`src/rtl/simd_shift_pkg.sv`:
```
// Shared types for the packed SIMD shift unit.
// Assumes a 5-bit sub-operation code and three lane widths.
package simd_shift_pkg;

    typedef enum logic [2:0] {
        SK_SLL,
        SK_SLL_SAT,
        SK_SRL,
        SK_SRA,
        SK_SRA_RND
    } shift_kind_e;

    typedef enum logic [1:0] {
        LW_BYTE,
        LW_HALF,
        LW_WORD
    } lane_width_e;

    typedef struct packed {
        logic        legal;
        logic        amt_from_reg;
        logic        needs_rev2;
        lane_width_e width;
        shift_kind_e kind;
    } shift_ctrl_t;

endpackage

```
`src/rtl/simd_shift_decode.sv`:
```
// Sub-operation decoder: maps the 5-bit code to lane width, shift kind,
// count source and required feature level. Unlisted codes are illegal.
module simd_shift_decode
    import simd_shift_pkg::*;
(
    input  logic [4:0]  sub_op,
    output shift_ctrl_t ctrl
);

    function automatic shift_ctrl_t mk(input logic from_reg, input logic rev2,
                                       input lane_width_e w, input shift_kind_e k);
        shift_ctrl_t c;
        c.legal        = 1'b1;
        c.amt_from_reg = from_reg;
        c.needs_rev2   = rev2;
        c.width        = w;
        c.kind         = k;
        return c;
    endfunction

    // Table decode of the sub-operation code
    always_comb begin
        ctrl = '{legal: 1'b0, amt_from_reg: 1'b0, needs_rev2: 1'b0,
                 width: LW_BYTE, kind: SK_SLL};
        case (sub_op)
            5'h00: ctrl = mk(1'b0, 1'b0, LW_BYTE, SK_SLL);
            5'h02: ctrl = mk(1'b1, 1'b0, LW_BYTE, SK_SLL);
            5'h01: ctrl = mk(1'b0, 1'b0, LW_BYTE, SK_SRL);
            5'h03: ctrl = mk(1'b1, 1'b0, LW_BYTE, SK_SRL);
            5'h04: ctrl = mk(1'b0, 1'b1, LW_BYTE, SK_SRA);
            5'h06: ctrl = mk(1'b1, 1'b1, LW_BYTE, SK_SRA);
            5'h05: ctrl = mk(1'b0, 1'b1, LW_BYTE, SK_SRA_RND);
            5'h07: ctrl = mk(1'b1, 1'b1, LW_BYTE, SK_SRA_RND);
            5'h08: ctrl = mk(1'b0, 1'b0, LW_HALF, SK_SLL);
            5'h0A: ctrl = mk(1'b1, 1'b0, LW_HALF, SK_SLL);
            5'h0C: ctrl = mk(1'b0, 1'b0, LW_HALF, SK_SLL_SAT);
            5'h0E: ctrl = mk(1'b1, 1'b0, LW_HALF, SK_SLL_SAT);
            5'h09: ctrl = mk(1'b0, 1'b0, LW_HALF, SK_SRA);
            5'h0B: ctrl = mk(1'b1, 1'b0, LW_HALF, SK_SRA);
            5'h0D: ctrl = mk(1'b0, 1'b0, LW_HALF, SK_SRA_RND);
            5'h0F: ctrl = mk(1'b1, 1'b0, LW_HALF, SK_SRA_RND);
            5'h19: ctrl = mk(1'b0, 1'b1, LW_HALF, SK_SRL);
            5'h1B: ctrl = mk(1'b1, 1'b1, LW_HALF, SK_SRL);
            5'h14: ctrl = mk(1'b0, 1'b0, LW_WORD, SK_SLL_SAT);
            5'h16: ctrl = mk(1'b1, 1'b0, LW_WORD, SK_SLL_SAT);
            5'h15: ctrl = mk(1'b0, 1'b0, LW_WORD, SK_SRA_RND);
            5'h17: ctrl = mk(1'b1, 1'b0, LW_WORD, SK_SRA_RND);
            default: ;
        endcase
    end

endmodule

```
`src/rtl/simd_shift_lane.sv`:
```
// One lane shifter of width LW. It computes all five shift kinds and picks one.
// Assumes the count is already masked to AW bits (count < LW).
module simd_shift_lane
    import simd_shift_pkg::*;
#(
    parameter int LW = 8,
    parameter int AW = $clog2(LW)
) (
    input  logic [LW-1:0] lane_in,
    input  logic [AW-1:0] amt,
    input  shift_kind_e   kind,
    output logic [LW-1:0] lane_out,
    output logic          lane_ovf
);

    localparam int WIDE = 2 * LW;

    logic            sign;
    logic [WIDE-1:0] wide_shl;
    logic [LW:0]     top_bits;
    logic            fits;
    logic [LW-1:0]   shl_val;
    logic [LW-1:0]   sat_val;
    logic [LW-1:0]   srl_val;
    logic [LW-1:0]   sra_val;
    logic [LW:0]     rnd_inc;
    logic [LW:0]     rnd_sum;
    logic [LW-1:0]   rnd_val;

    assign sign = lane_in[LW-1];

    // Left shift of the sign-extended lane; the upper bits reveal overflow
    assign wide_shl = {{LW{sign}}, lane_in} << amt;
    assign top_bits = wide_shl[WIDE-1:LW-1];
    assign fits     = (top_bits == '0) || (top_bits == '1);
    assign shl_val  = wide_shl[LW-1:0];
    assign sat_val  = sign ? {1'b1, {(LW-1){1'b0}}} : {1'b0, {(LW-1){1'b1}}};

    // Right shifts, zero-filled and sign-filled
    assign srl_val = lane_in >> amt;
    assign sra_val = LW'($signed(lane_in) >>> amt);

    // Rounding: add half of the last discarded weight, one extra bit of headroom
    assign rnd_inc = (amt == '0) ? '0 : ((LW+1)'(1) << (amt - AW'(1)));
    assign rnd_sum = {sign, lane_in} + rnd_inc;
    assign rnd_val = LW'($signed(rnd_sum) >>> amt);

    // Kind select and overflow report
    always_comb begin
        lane_ovf = 1'b0;
        case (kind)
            SK_SLL: begin
                lane_out = shl_val;
                lane_ovf = !fits;
            end
            SK_SLL_SAT: begin
                lane_out = fits ? shl_val : sat_val;
                lane_ovf = !fits;
            end
            SK_SRL:     lane_out = srl_val;
            SK_SRA:     lane_out = sra_val;
            SK_SRA_RND: lane_out = rnd_val;
            default:    lane_out = lane_in;
        endcase
    end

endmodule

```
`src/rtl/simd_shift_datapath.sv`:
```
// Lane-parallel datapath: byte, halfword and word lane sets run side by side
// on the same operand, and the decoded width picks one of them.
// Assumes DATA_W is a multiple of 2*BYTE_W and a power of two.
module simd_shift_datapath
    import simd_shift_pkg::*;
#(
    parameter int DATA_W = 32,
    parameter int BYTE_W = 8,
    parameter int AMT_W  = $clog2(DATA_W)
) (
    input  logic [DATA_W-1:0] operand,
    input  logic [AMT_W-1:0]  amt_raw,
    input  lane_width_e       width,
    input  shift_kind_e       kind,
    output logic [DATA_W-1:0] dp_result,
    output logic              dp_ovf
);

    localparam int HALF_W = 2 * BYTE_W;
    localparam int NUM_B  = DATA_W / BYTE_W;
    localparam int NUM_H  = DATA_W / HALF_W;
    localparam int B_AW   = $clog2(BYTE_W);
    localparam int H_AW   = $clog2(HALF_W);

    logic [DATA_W-1:0] byte_res, half_res, word_res;
    logic [NUM_B-1:0]  byte_ovf;
    logic [NUM_H-1:0]  half_ovf;
    logic              word_ovf;

    for (genvar g = 0; g < NUM_B; g++) begin : g_byte
        simd_shift_lane #(.LW(BYTE_W)) u_lane (
            .lane_in  (operand[g*BYTE_W +: BYTE_W]),
            .amt      (amt_raw[B_AW-1:0]),
            .kind     (kind),
            .lane_out (byte_res[g*BYTE_W +: BYTE_W]),
            .lane_ovf (byte_ovf[g])
        );
    end

    for (genvar g = 0; g < NUM_H; g++) begin : g_half
        simd_shift_lane #(.LW(HALF_W)) u_lane (
            .lane_in  (operand[g*HALF_W +: HALF_W]),
            .amt      (amt_raw[H_AW-1:0]),
            .kind     (kind),
            .lane_out (half_res[g*HALF_W +: HALF_W]),
            .lane_ovf (half_ovf[g])
        );
    end

    simd_shift_lane #(.LW(DATA_W)) u_word (
        .lane_in  (operand),
        .amt      (amt_raw),
        .kind     (kind),
        .lane_out (word_res),
        .lane_ovf (word_ovf)
    );

    // Width select of the packed result and the lane overflow summary
    always_comb begin
        case (width)
            LW_BYTE: begin
                dp_result = byte_res;
                dp_ovf    = |byte_ovf;
            end
            LW_HALF: begin
                dp_result = half_res;
                dp_ovf    = |half_ovf;
            end
            default: begin
                dp_result = word_res;
                dp_ovf    = word_ovf;
            end
        endcase
    end

endmodule

```
`src/rtl/simd_shift_unit.sv`:
```
// Packed SIMD shift execution unit (top). It decodes the sub-operation, picks
// the count source, runs the lane datapath and registers the response one
// cycle after in_valid. Assumes IDX_W >= $clog2(DATA_W).
module simd_shift_unit
    import simd_shift_pkg::*;
#(
    parameter int DATA_W = 32,
    parameter int IDX_W  = 5,
    parameter int OP_W   = 5
) (
    input  logic              clk,
    input  logic              rst_n,
    input  logic              in_valid,
    input  logic [OP_W-1:0]   sub_op,
    input  logic [IDX_W-1:0]  rs_field,
    input  logic [IDX_W-1:0]  rd_idx,
    input  logic [DATA_W-1:0] rs_value,
    input  logic [DATA_W-1:0] rt_value,
    input  logic              feat_base_en,
    input  logic              feat_rev2_en,
    output logic              out_valid,
    output logic              wr_en,
    output logic [DATA_W-1:0] result,
    output logic              exc_reserved,
    output logic              exc_feature,
    output logic              ovf_sticky
);

    localparam int AMT_W = $clog2(DATA_W);

    shift_ctrl_t       ctrl;
    logic [AMT_W-1:0]  amt_raw;
    logic [DATA_W-1:0] dp_result;
    logic              dp_ovf;
    logic              rd_nz;
    logic              feat_ok;
    logic              do_write;
    logic              unused_rs_hi;

    simd_shift_decode u_dec (
        .sub_op (sub_op),
        .ctrl   (ctrl)
    );

    // Count source: immediate field or low bits of the register value
    assign amt_raw      = ctrl.amt_from_reg ? rs_value[AMT_W-1:0] : rs_field[AMT_W-1:0];
    assign unused_rs_hi = ^{rs_value[DATA_W-1:AMT_W], rs_field};

    simd_shift_datapath #(.DATA_W(DATA_W)) u_dp (
        .operand   (rt_value),
        .amt_raw   (amt_raw),
        .width     (ctrl.width),
        .kind      (ctrl.kind),
        .dp_result (dp_result),
        .dp_ovf    (dp_ovf)
    );

    // Gating: no-op destination, legality, then feature level
    assign rd_nz    = |rd_idx;
    assign feat_ok  = ctrl.needs_rev2 ? feat_rev2_en : feat_base_en;
    assign do_write = rd_nz && ctrl.legal && feat_ok;

    // Response register and sticky overflow
    always_ff @(posedge clk) begin
        if (!rst_n) begin
            out_valid    <= 1'b0;
            wr_en        <= 1'b0;
            result       <= '0;
            exc_reserved <= 1'b0;
            exc_feature  <= 1'b0;
            ovf_sticky   <= 1'b0;
        end else begin
            out_valid    <= in_valid;
            wr_en        <= in_valid && do_write;
            result       <= (in_valid && do_write) ? dp_result : '0;
            exc_reserved <= in_valid && rd_nz && !ctrl.legal;
            exc_feature  <= in_valid && rd_nz && ctrl.legal && !feat_ok;
            if (in_valid && do_write && dp_ovf) begin
                ovf_sticky <= 1'b1;
            end
        end
    end

endmodule

```
`config.mk`:
```
export PLATFORM = sky130hd
export DESIGN_NAME = simd_shift_unit
export DESIGN_NICKNAME = d
export VERILOG_FILES = /design/src/rtl/simd_shift_pkg.sv /design/src/rtl/simd_shift_decode.sv /design/src/rtl/simd_shift_lane.sv /design/src/rtl/simd_shift_datapath.sv /design/src/rtl/simd_shift_unit.sv
export SDC_FILE = /design/constraint.sdc
export NUM_CORES = 1
export LEC_CHECK = 0
export ABC_AREA = 1
export BUFFER_PORTS_ARGS = -buffer_cell sky130_fd_sc_hd__buf_2
export CORE_ASPECT_RATIO = 0.8
export CORE_MARGIN = 4
export CORE_UTILIZATION = 30
export DETAILED_ROUTE_END_ITERATION = 10
export PLACE_DENSITY = 0.55
export SLEW_MARGIN = 20
export SYNTH_ARGS = -nofsm -noshare
export SYNTH_HDL_FRONTEND = slang
export SYNTH_SLANG_ARGS = --single-unit
```
`constraint.sdc`:
```
create_clock -name clk -period 5.3 [get_ports clk]
set_input_delay 0.53 -clock clk [delete_from_list [all_inputs] [get_ports clk]]
set_output_delay 0.53 -clock clk [all_outputs]
set_load 0.02 [all_outputs]
```
==> metrics.txt <==
Seq/Total Area, Yosys under 10%; GRT overflow 0; maximum VDD drop 0.120 mV; Pre-antenna DRT Iters 8; Final Setup Violations 0; Final Max Slew Viols 0; Die Wd 291 µm; GPL Wtd Cong around 1.1; pwr/cell area roughly 180 nW/µm²; leading area contributor after synthesis nand2_1; die height 234 µm; Gate Count Post-Synth slightly below 4000; H-tree Lvls 2; Ys Warns 0; fin util between 30% and 40%; PortBufs 93; DRT iter0 DRCs around 4800; Post-Syn Area just under 20000 µm²; Worst Path Buf+Inv 11; clock slew at reported path FFs about 0.080 ns; row count between 80 and 90; Multi-input gate area between 15000 and 20000 µm²; worst path required time 5.47 ns; most used cell along the critical path nand2_1; hold_ws 0.447 ns; initial antenna violation count 7; crit end category flip-flop; Post-CTS Hold Buffers 0; average wire per standard cell 23.1 µm; period utilization 96.1%; Worst Path Arrival 5.26 ns; Yosys top cell area share between 20% and 30%; Setup Skew 0 ns; Hold Path Class reg2reg; total track usage 33.6%; Boundary Pins between 100 and 150; layout cells sized above 1 19.4%; final-layout fill cell count between 7000 and 8000; Clock Path Buffers 2; core area between 60000 and 70000 µm²; first-pass GRT wire length 174 mm; area delta synth->final 29.3%; P_leak 12.9 nW; clk_lat worst skew slightly above 0.3 ns; CP Class in2reg; minimum clock period approximately 5 ns; Syn Area/Cell ~4.9 µm²; Max-Cap Viols 0; Antenna Nets Post-Route 0; Crit-path slowest cell ha_2; drt drc 0; Yosys cell types 56; worst slew pin tran about 1.0 ns; Root Buffer clkbuf_16; largest net degree at the start of global routing roughly 140; Top delay family on crit path simple AND/OR/NAND/NOR gates; Max Clk Rate between 150 and 200 MHz; nets roughly 4600; Fin. Hold Viols 0; Worst slew margin about a third; CTS Sinks 37; Critical Path Max Stage Delay ~0.32 ns; Via Count ~30000; CP max FO 6; Synth Register Bits 37; post-synthesis async set-or-reset flop share 0%; RSZ-0062 raised after global routing yes; Initial Util a little under a third; Detailed Route WL 120 mm; startpoint type of the worst setup path primary input; full die area about 68000 µm²; number of global-route vias before repair approximately 26000; leading post-synthesis cells by cell area nand2_1 (25%), nand3_1 (19%), o21ai_0 (7.9%); status finished clean; Num CTS Buffers 5; hpwl dp 97.6 mm; top_reg_cell synth dfxtp_1; FF+latch area 741 µm²; CTS tree done; number of synthesized flops with an enable pin 0; vias per cell around 5.7
## cell usage after synthesis, types with 5 or more instances
master	number
o21bai_1	19
xor2_1	23
buf_1	37
clkbuf_1	84
buf_2	72
nand3_1	737
nand3b_1	6
a221oi_1	5
nor3_1	23
o21ai_1	6
xnor2_1	11
and2_1	6
fa_1	7
dfxtp_1	37
nand2_2	11
or2_2	21
a21o_1	6
o21a_1	7
buf_6	9
nand4_1	35
inv_2	8
o211ai_1	23
o221ai_1	6
a21oi_1	275
a21boi_0	13
inv_1	303
o22ai_1	18
o21ai_0	302
a31oi_1	35
nand2_1	1291
nand3_2	5
nor2_1	299
buf_4	13
a22oi_1	12
ha_1	96
## cells in the final DEF, fill, tap and decap left out, types with 25 or more instances in the layout
master and instances:
a21oi_1 248, a21oi_2 27, a31oi_1 34, buf_2 93, buf_4 558, dfxtp_1 37, ha_1 93, inv_1 301
nand2_1 1274, nand2_2 26, nand3_1 714, nand3_2 25, nand4_1 35, nor2_1 269, nor2_2 25, o21ai_0 284
## logic make-up (layout without fill, tap and decap cells)
kind of cell	Yosys count	in the layout	share of synthesized area, %
other	1	8	0.0195
multiplexers	2	2	0.111
buffers and inverters	530	986	11.4
flip-flops	37	37	3.85
adder cells (fa/ha/maj)	103	103	6.98
AND/OR/NAND/NOR	2450	2450	54.3
AO/OA/AOI/OAI	751	751	21.7
XOR/XNOR	34	34	1.55
## sequential cells by signal, indices dropped and copies added (netlist names)
| name | flops |
|---|---|
| exc_feature | 1 |
| exc_reserved | 1 |
| out_valid | 1 |
| ovf_sticky | 1 |
| result | 32 |
| wr_en | 1 |
## through the flow
stage	setup WS, ns	cell area [µm²]	total power, W	setup TNS, ns	instances
final	0.206	24900	0.00450	0	5211
after global routing	-0.105	24900	0.00478	-0.818	5210
after CTS	0.00203	24400	0.00429	0	5206
after detailed placement	-0.523	24200	0.00385	-10.67	5197
after global placement	-0.433	24200	0.00385	-9.07	5197
after floorplan	0.0184	19200	0.00230	0	3914
## power by group
group / internal (W) / leakage, nW / switching (W)
registers: 0.000287 / 0.300 / 0.00000373
clock network: 0.000272 / 0.0944 / 0.000151
logic: 0.00127 / 12.5 / 0.00251
## what timing repair did
| item | 4_1_cts | 5_1_grt |
|---|---|---|
| gates resized for setup | 9 | 136 |
| pin swaps | 2 | 7 |
| endpoints found under the setup margin | 25 | 32 |
| buffers inserted | 1 | 4 |
## routing by layer
layer	track usage, %	routed length, µm	vias up	share of wire [%]
met5	0	47	-	0.039
met4	7.96	3510	8	2.9
met3	9.27	17100	216	14
met2	47.8	46500	1911	39
met1	49.7	53300	13800	44
li1	-	-	14000	-
## layout make-up
cell class / count / share of cell area, %
timing repair buffer: 663 / 19.6
multi-input combinational: 3347 / 67.6
tap: 840 / 4.23
clock inverter: 3 / 0.277
inverter: 315 / 4.78
clock buffer: 5 / 0.503
sequential: 37 / 2.98
antenna: 1 / 0.0101
## worst paths after layout
check,start,to,slack (ns),cells after the start
hold reg to reg,ovf_sticky$_SDFFE_PN0P_,ovf_sticky$_SDFFE_PN0P_,0.45,2
hold / removal,ovf_sticky$_SDFFE_PN0P_,ovf_sticky$_SDFFE_PN0P_,0.45,2
setup reg to reg,ovf_sticky$_SDFFE_PN0P_,ovf_sticky$_SDFFE_PN0P_,4.76,2
setup / recovery,sub_op[3],result[9]$_SDFF_PN0_,0.21,39
## worst reg2reg max path, stage by stage, from the launching register on
cell	delay, ns
dfxtp_1	0.33
inv_1	0.04
a21oi_1	0.12
(Power assumes the default switching activity.)
